### src/rtl/i2c_flag_pkg.sv
package i2c_flag_pkg;

    localparam int NFLAG    = 4;
    localparam int FLG_TDRE = 0;
    localparam int FLG_TEND = 1;
    localparam int FLG_RDRF = 2;
    localparam int FLG_NACK = 3;

    typedef enum logic [1:0] {
        PH_IDLE = 2'd0,
        PH_ADDR = 2'd1,
        PH_DATA = 2'd2,
        PH_HALT = 2'd3
    } phase_t;

endpackage

### src/rtl/i2c_flag_cell.sv
module i2c_flag_cell #(
    parameter bit SW_CLR = 1'b1
) (
    input  logic clk,
    input  logic rst_n,
    input  logic soft_rst_i,
    input  logic set_i,
    input  logic hclr_i,
    input  logic rd_i,
    input  logic wr_i,
    input  logic wbit_i,
    output logic flag_o
);

    logic flag_q;
    logic sw_clr;

    generate
        if (SW_CLR) begin : g_armed
            logic seen_q;
            logic wr_zero;
            assign wr_zero = wr_i && !wbit_i;
            assign sw_clr  = wr_zero && seen_q;

            always_ff @(posedge clk or negedge rst_n) begin
                if (!rst_n) begin
                    seen_q <= 1'b0;
                end else if (soft_rst_i) begin
                    seen_q <= 1'b0;
                end else begin
                    // armed by a read of 1, consumed by any zero write, dropped when flag falls
                    seen_q <= (set_i || (flag_q && !hclr_i && !sw_clr))
                              && !wr_zero && (seen_q || (rd_i && flag_q));
                end
            end
        end else begin : g_hw_only
            logic unused_cpu;
            assign unused_cpu = rd_i ^ wr_i ^ wbit_i;
            assign sw_clr     = 1'b0;
        end
    endgenerate

    always_ff @(posedge clk or negedge rst_n) begin
        if (!rst_n) begin
            flag_q <= 1'b0;
        end else if (soft_rst_i) begin
            flag_q <= 1'b0;
        end else begin
            flag_q <= set_i || (flag_q && !hclr_i && !sw_clr);
        end
    end

    assign flag_o = flag_q;

endmodule

### src/rtl/i2c_flag_phase_fsm.sv
module i2c_flag_phase_fsm
    import i2c_flag_pkg::*;
(
    input  logic   clk,
    input  logic   rst_n,
    input  logic   soft_rst_i,
    input  logic   start_i,
    input  logic   stop_i,
    input  logic   edge_last_i,
    input  logic   nack_evt_i,
    input  logic   nack_flag_i,
    output phase_t phase_o,
    output logic   abort_o
);

    phase_t state_q, state_d;

    always_ff @(posedge clk or negedge rst_n) begin
        if (!rst_n) begin
            state_q <= PH_IDLE;
        end else if (soft_rst_i) begin
            state_q <= PH_IDLE;
        end else begin
            state_q <= state_d;
        end
    end

    always_comb begin
        state_d = state_q;
        unique case (state_q)
            PH_IDLE: begin
                if (start_i) state_d = PH_ADDR;
            end
            PH_ADDR, PH_DATA: begin
                if (nack_evt_i)                          state_d = PH_HALT;
                else if (start_i)                        state_d = PH_ADDR;
                else if (stop_i)                         state_d = PH_IDLE;
                else if (edge_last_i && state_q == PH_ADDR) state_d = PH_DATA;
            end
            PH_HALT: begin
                if (!nack_flag_i) state_d = PH_IDLE;
            end
            default: state_d = PH_IDLE;
        endcase
    end

    assign phase_o = state_q;
    assign abort_o = (state_q == PH_HALT);

endmodule

### src/rtl/i2c_flag_datapath.sv
module i2c_flag_datapath #(
    parameter int DATA_W = 8
) (
    input  logic              clk,
    input  logic              rst_n,
    input  logic              soft_rst_i,
    input  logic              tx_wr_i,
    input  logic [DATA_W-1:0] wdata_i,
    input  logic              dir_wr_i,
    input  logic              dir_tx_i,
    input  logic              tx_load_i,
    input  logic              rx_move_i,
    input  logic [DATA_W-1:0] rx_shift_i,
    output logic              tx_full_o,
    output logic              dir_tx_o,
    output logic [DATA_W-1:0] tx_shift_o,
    output logic [DATA_W-1:0] rx_data_o
);

    logic [DATA_W-1:0] tx_hold_q;
    logic [DATA_W-1:0] tx_shift_q;
    logic [DATA_W-1:0] rx_hold_q;
    logic              tx_full_q;
    logic              dir_q;

    always_ff @(posedge clk or negedge rst_n) begin
        if (!rst_n) begin
            tx_hold_q  <= '0;
            tx_shift_q <= '0;
            rx_hold_q  <= '0;
        end else begin
            if (tx_wr_i)   tx_hold_q  <= wdata_i;
            if (tx_load_i) tx_shift_q <= tx_hold_q;
            if (rx_move_i) rx_hold_q  <= rx_shift_i;
        end
    end

    always_ff @(posedge clk or negedge rst_n) begin
        if (!rst_n) begin
            tx_full_q <= 1'b0;
            dir_q     <= 1'b0;
        end else if (soft_rst_i) begin
            tx_full_q <= 1'b0;
            dir_q     <= 1'b0;
        end else begin
            if (tx_wr_i)        tx_full_q <= 1'b1;
            else if (tx_load_i) tx_full_q <= 1'b0;
            if (dir_wr_i)       dir_q     <= dir_tx_i;
        end
    end

    assign tx_full_o  = tx_full_q;
    assign dir_tx_o   = dir_q;
    assign tx_shift_o = tx_shift_q;
    assign rx_data_o  = rx_hold_q;

endmodule

### src/rtl/i2c_xfer_flags.sv
module i2c_xfer_flags
    import i2c_flag_pkg::*;
#(
    parameter int DATA_W    = 8,
    parameter int CNT_W     = 4,
    parameter int LAST_EDGE = 9
) (
    input  logic              clk,
    input  logic              rst_n,
    input  logic              soft_rst_i,
    input  logic              cfg_nack_abort_i,
    input  logic              cfg_rx_at9_i,
    input  logic              scl_rise_i,
    input  logic [CNT_W-1:0]  scl_cnt_i,
    input  logic              nack_seen_i,
    input  logic              start_i,
    input  logic              stop_i,
    input  logic              addr_match_i,
    input  logic [DATA_W-1:0] rx_shift_i,
    input  logic              cpu_tx_wr_i,
    input  logic [DATA_W-1:0] cpu_wdata_i,
    input  logic              cpu_rx_rd_i,
    input  logic              cpu_st_rd_i,
    input  logic              cpu_st_wr_i,
    input  logic              cpu_dir_wr_i,
    input  logic              cpu_dir_tx_i,
    output logic [3:0]        flags_o,
    output logic              abort_o,
    output logic [DATA_W-1:0] tx_shift_o,
    output logic [DATA_W-1:0] rx_data_o
);

    localparam int EARLY_EDGE = LAST_EDGE - 1;
    localparam logic [CNT_W-1:0] CNT_LAST  = CNT_W'(LAST_EDGE);
    localparam logic [CNT_W-1:0] CNT_EARLY = CNT_W'(EARLY_EDGE);

    phase_t           phase;
    logic [NFLAG-1:0] flag_q;
    logic [NFLAG-1:0] set_v;
    logic [NFLAG-1:0] hclr_v;
    logic             tx_full;
    logic             dir_tx;
    logic             edge_last;
    logic             edge_rx;
    logic             in_xfer;
    logic             nack_evt;
    logic             tx_load;
    logic             rx_move;
    logic             adr_hit;

    assign edge_last = scl_rise_i && (scl_cnt_i == CNT_LAST);
    assign edge_rx   = scl_rise_i && (scl_cnt_i == (cfg_rx_at9_i ? CNT_LAST : CNT_EARLY));
    assign in_xfer   = (phase == PH_ADDR) || (phase == PH_DATA);
    assign adr_hit   = addr_match_i && (phase == PH_ADDR);

    assign nack_evt  = edge_last && in_xfer && dir_tx && nack_seen_i && cfg_nack_abort_i;
    assign tx_load   = edge_last && in_xfer && dir_tx && tx_full;
    assign rx_move   = edge_rx && (phase == PH_DATA) && !dir_tx;

    always_comb begin
        set_v  = '0;
        hclr_v = '0;
        // a load concurrent with a new write leaves the buffer full; a NACK edge hides the load
        set_v[FLG_TDRE]  = (tx_load && !nack_evt && !cpu_tx_wr_i)
                         || (cpu_dir_wr_i && cpu_dir_tx_i)
                         || (adr_hit && dir_tx);
        hclr_v[FLG_TDRE] = cpu_tx_wr_i || (cpu_dir_wr_i && !cpu_dir_tx_i);
        set_v[FLG_TEND]  = edge_last && in_xfer && dir_tx && flag_q[FLG_TDRE];
        hclr_v[FLG_TEND] = cpu_tx_wr_i || stop_i;
        set_v[FLG_RDRF]  = rx_move || (adr_hit && !dir_tx);
        hclr_v[FLG_RDRF] = cpu_rx_rd_i;
        set_v[FLG_NACK]  = nack_evt;
        hclr_v[FLG_NACK] = 1'b0;
    end

    generate
        for (genvar i = 0; i < NFLAG; i++) begin : g_flag
            i2c_flag_cell #(
                .SW_CLR (i != FLG_TDRE)
            ) u_cell (
                .clk        (clk),
                .rst_n      (rst_n),
                .soft_rst_i (soft_rst_i),
                .set_i      (set_v[i]),
                .hclr_i     (hclr_v[i]),
                .rd_i       (cpu_st_rd_i),
                .wr_i       (cpu_st_wr_i),
                .wbit_i     (cpu_wdata_i[i]),
                .flag_o     (flag_q[i])
            );
        end
    endgenerate

    i2c_flag_phase_fsm u_fsm (
        .clk         (clk),
        .rst_n       (rst_n),
        .soft_rst_i  (soft_rst_i),
        .start_i     (start_i),
        .stop_i      (stop_i),
        .edge_last_i (edge_last),
        .nack_evt_i  (nack_evt),
        .nack_flag_i (flag_q[FLG_NACK]),
        .phase_o     (phase),
        .abort_o     (abort_o)
    );

    i2c_flag_datapath #(
        .DATA_W (DATA_W)
    ) u_dp (
        .clk        (clk),
        .rst_n      (rst_n),
        .soft_rst_i (soft_rst_i),
        .tx_wr_i    (cpu_tx_wr_i),
        .wdata_i    (cpu_wdata_i),
        .dir_wr_i   (cpu_dir_wr_i),
        .dir_tx_i   (cpu_dir_tx_i),
        .tx_load_i  (tx_load),
        .rx_move_i  (rx_move),
        .rx_shift_i (rx_shift_i),
        .tx_full_o  (tx_full),
        .dir_tx_o   (dir_tx),
        .tx_shift_o (tx_shift_o),
        .rx_data_o  (rx_data_o)
    );

    assign flags_o = flag_q;

endmodule

### config.mk
export PLATFORM = sky130hd
export DESIGN_NAME = i2c_xfer_flags
export DESIGN_NICKNAME = d
export VERILOG_FILES = /design/src/rtl/i2c_flag_pkg.sv /design/src/rtl/i2c_flag_cell.sv /design/src/rtl/i2c_flag_phase_fsm.sv /design/src/rtl/i2c_flag_datapath.sv /design/src/rtl/i2c_xfer_flags.sv
export SDC_FILE = /design/constraint.sdc
export NUM_CORES = 1
export LEC_CHECK = 0
export ABC_AREA = 0
export BUFFER_PORTS_ARGS = -buffer_cell sky130_fd_sc_hd__clkbuf_2
export CORE_MARGIN = 3
export CORE_UTILIZATION = 45
export CTS_BUF_LIST = sky130_fd_sc_hd__clkbuf_8 sky130_fd_sc_hd__clkbuf_16
export DETAILED_ROUTE_END_ITERATION = 10
export PLACE_DENSITY = 0.75
export SYNTH_ARGS = -nofsm -noshare
export SYNTH_HDL_FRONTEND = slang
export SYNTH_HIERARCHICAL = 1
export SYNTH_SLANG_ARGS = --single-unit
### constraint.sdc
create_clock -name clk -period 1.9 [get_ports clk]
set_clock_uncertainty 0.05 [all_clocks]
set_input_delay 0.475 -clock clk [delete_from_list [all_inputs] [get_ports clk]]
set_output_delay 0.475 -clock clk [all_outputs]
set_load 0.05 [all_outputs]
==> results.sh <==
export IMPL_p_leak_nw=1.20
export IMPL_cts_sinks=35
export IMPL_grt_ovfl_total=0
export IMPL_crit_path_top_delay_cell="dfrtp_1"
export IMPL_ir_drop_uv=456
export IMPL_multi_input_area_um2=855
export IMPL_fin_area_um2=2290
export IMPL_grt_usage=0.171
export IMPL_power_mw=1.69
export IMPL_register_area_um2=876
export IMPL_cts_resized=0
export IMPL_synth_seq_area_share=0.487
export IMPL_yosysWarnings=6
export IMPL_rows=22
export IMPL_whs_ns=0.173
export IMPL_use_met1=0.197
export IMPL_mostFrequentLayoutCells="clkbuf_2 (56), dfrtp_1 (35), mux2_4 (25)"
export IMPL_slew_viol_final=0
export IMPL_synthesis_nets=178
export IMPL_critPathKind="flop to flop"
export IMPL_die_w_um=69.2
export IMPL_synth_edf_count=0
export IMPL_ys_seq_elements=35
export IMPL_start_kind="flop"
export IMPL_fin_crit_ns=1.83
export IMPL_final_common_cell="clkbuf_2"
export IMPL_final_cells=254
export IMPL_required_ns=2.02
export IMPL_final_hold_viol_count=0
export IMPL_core_um2=3740
export IMPL_dr_first_iter_drc_count=54
export IMPL_wire_per_inst_um=15.2
export IMPL_fmax_ghz=0.547
export IMPL_grt_start_max_net_pins=36
export IMPL_placed_cells=245
export IMPL_cts_buffers_inserted=5
export IMPL_crit_fanout=2
export IMPL_fp_dieH_um=69.2
export IMPL_place_area_um2=2190
export IMPL_max_stage_delay_ns=0.35
export IMPL_clk_pin_slew_worst_paths_ns=0.07
export IMPL_grt_busiest_layer="met2"
export IMPL_synth_area_um2=1800
export IMPL_io_pins=57
export IMPL_crit_chain="inv_1 > ha_1 > nor2b_2 > and4_1 > nor2_1 > a31oi_2 > mux2_4"
export IMPL_fin_crit_sh=0.962
export IMPL_status="finished, final reports clean"
export IMPL_dieArea_um2=4790
export IMPL_viasPerCell=5.12
export IMPL_gp_congestion=0.738
export IMPL_start_util=0.481
export IMPL_port_buffers=56
export IMPL_antenna_cells=0
export IMPL_first_pass_iters=4
export IMPL_cts_tree="yes"
export IMPL_setup_slack_ns=0.0728
export IMPL_drive_gt1_frac=0.534
export IMPL_grtUsageMet2=0.292
export IMPL_drc=0
export IMPL_cts_root_buf="clkbuf_8"
export IMPL_grt_pass1_wl_um=6560
export IMPL_wl_um=3870
export IMPL_syn_avg_cell_area_um2=13.3
export IMPL_antenna_left=0
export IMPL_maxCapViolCount=0
export IMPL_grt_pass1_vias=1436
export IMPL_powerDensity_nw_per_um2=736
export IMPL_worst_skew_pair_late_latency_ns=0.28
export IMPL_fillers=319
export IMPL_htree_num_levels=2
export IMPL_end_kind="flop"
export IMPL_use_met3=0.0565
export IMPL_vias=1301
export IMPL_place_ws_ns=-0.0846
export IMPL_synth_cell_types=28
export IMPL_setup_viol=0
export IMPL_synthFlopType="dfrtp_1"
export IMPL_hold_path_class="primary input to async pin"
export IMPL_hpwl_um=2920
export IMPL_synthArstFlopShare=1.00
export IMPL_crit_arrival_ns=1.95
export IMPL_antenna_found_initial=0
export IMPL_netlist_instances=135
export IMPL_nets=249
export IMPL_max_clock_path_buffers=2
export IMPL_rsz0062_at_grt="no"
export IMPL_syn_to_final_growth_pct=27.3
[report_power, final]
| part | internal (mW) | total (mW) | leakage (nW) | switching [mW] |
|---|---|---|---|---|
| clock | 0.284 | 0.532 | 0.0470 | 0.248 |
| combinational | 0.156 | 0.344 | 0.692 | 0.187 |
| sequential | 0.786 | 0.811 | 0.465 | 0.0248 |
[cells by family (layout without fill, tap and decap cells)]
| family | after synthesis | in the layout | share of synthesized area |
|---|---|---|---|
| adders and majority gates | 7 | 7 | 0.0487 |
| other | 1 | 1 | 0.00208 |
| AOI/OAI and AO/OA | 22 | 22 | 0.103 |
| and+or+nand+nor | 29 | 29 | 0.0953 |
| xor gates and xnor gates | 1 | 1 | 0.00487 |
| buffers and inverters | 13 | 84 | 0.0396 |
| muxes | 27 | 27 | 0.220 |
| DFF | 35 | 35 | 0.487 |
[synth_stat cells, types with 3 or more instances]
| cell type | instances | area (um^2) |
|---|---|---|
| mux2_4 | 25 | 375 |
| ha_1 | 7 | 87.6 |
| nor2b_1 | 7 | 43.8 |
| inv_1 | 10 | 37.5 |
| nor2_1 | 6 | 22.5 |
| dfrtp_1 | 35 | 876 |
| a2111oi_2 | 3 | 45.0 |
| nand2b_1 | 6 | 37.5 |
| a21oi_2 | 3 | 26.3 |
| a221oi_1 | 3 | 26.3 |
| buf_6 | 3 | 33.8 |
| a21oi_1 | 7 | 35.0 |
[flip-flops by register name, summed over array words and instances, names as in the netlist]
name                          count
u_dp/rx_data_o                    8
u_dp/tx_hold_q                    8
u_dp/tx_shift_o                   8
g_flag.u_cell/flag_o              4
g_flag.u_cell/g_armed.seen_q      3
u_fsm/phase_o                     2
u_dp/dir_tx_o                     1
u_dp/tx_full_o                    1
[metrics by stage]
stage | setup TNS [ns] | util
floorplan | 0 | -
global placement | -0.0452 | 0.585
detailed placement | -0.184 | 0.585
CTS | 0 | 0.608
global route | 0 | 0.612
finish | 0 | 0.612
[worst paths after layout]
kind / start / endpoint / slack [ns] / cells past startpoint
max: u_fsm/phase_o[0] / u_fsm/phase_o[0] / 0.07 / 7
min: rst_n / u_dp/rx_data_o[6] / 0.17 / 2
max reg2reg: u_fsm/phase_o[0] / u_fsm/phase_o[0] / 0.07 / 7
min reg2reg: u_dp/tx_hold_q[7] / u_dp/tx_shift_o[7] / 0.46 / 1
max in group asynchronous: rst_n / u_dp/tx_hold_q[1] / 1.31 / 2
min in group clk: rx_shift_i[0] / u_dp/rx_data_o[0] / 0.37 / 2
[worst max-delay path: cells and delay by family (launching register included)]
family	cells	cell delay (ns)
flops	1	0.35
buf+inv	1	0.05
fa+ha+maj	1	0.29
mux	1	0.32
compound gates	1	0.25
simple gates	3	0.41
[area by class of cell]
| type | instances | share of cell area |
|---|---|---|
| multi-input cells | 87 | 0.373 |
| clock inverters | 1 | 0.00218 |
| well taps | 48 | 0.0262 |
| flip-flops and latches | 35 | 0.382 |
| clock buffers | 6 | 0.0360 |
| repair buffers | 67 | 0.164 |
| inverters | 10 | 0.0164 |
[per-layer routing]
| layer | part of all wire | wire, um | up-vias |
|---|---|---|---|
| li1 | - | - | 612 |
| met1 | 0.42 | 1620 | 644 |
| met2 | 0.52 | 2020 | 43 |
| met3 | 0.054 | 210 | 2 |
| met4 | 0.0057 | 22 | 0 |
| met5 | 0 | 0 | - |
[repair_timing]
item,in CTS,in global routing
endpoints found under the setup margin,0,1
hold buffers,0,0
setup buffers,0,2
No activity file was read; power rests on OpenSTA's default activity.
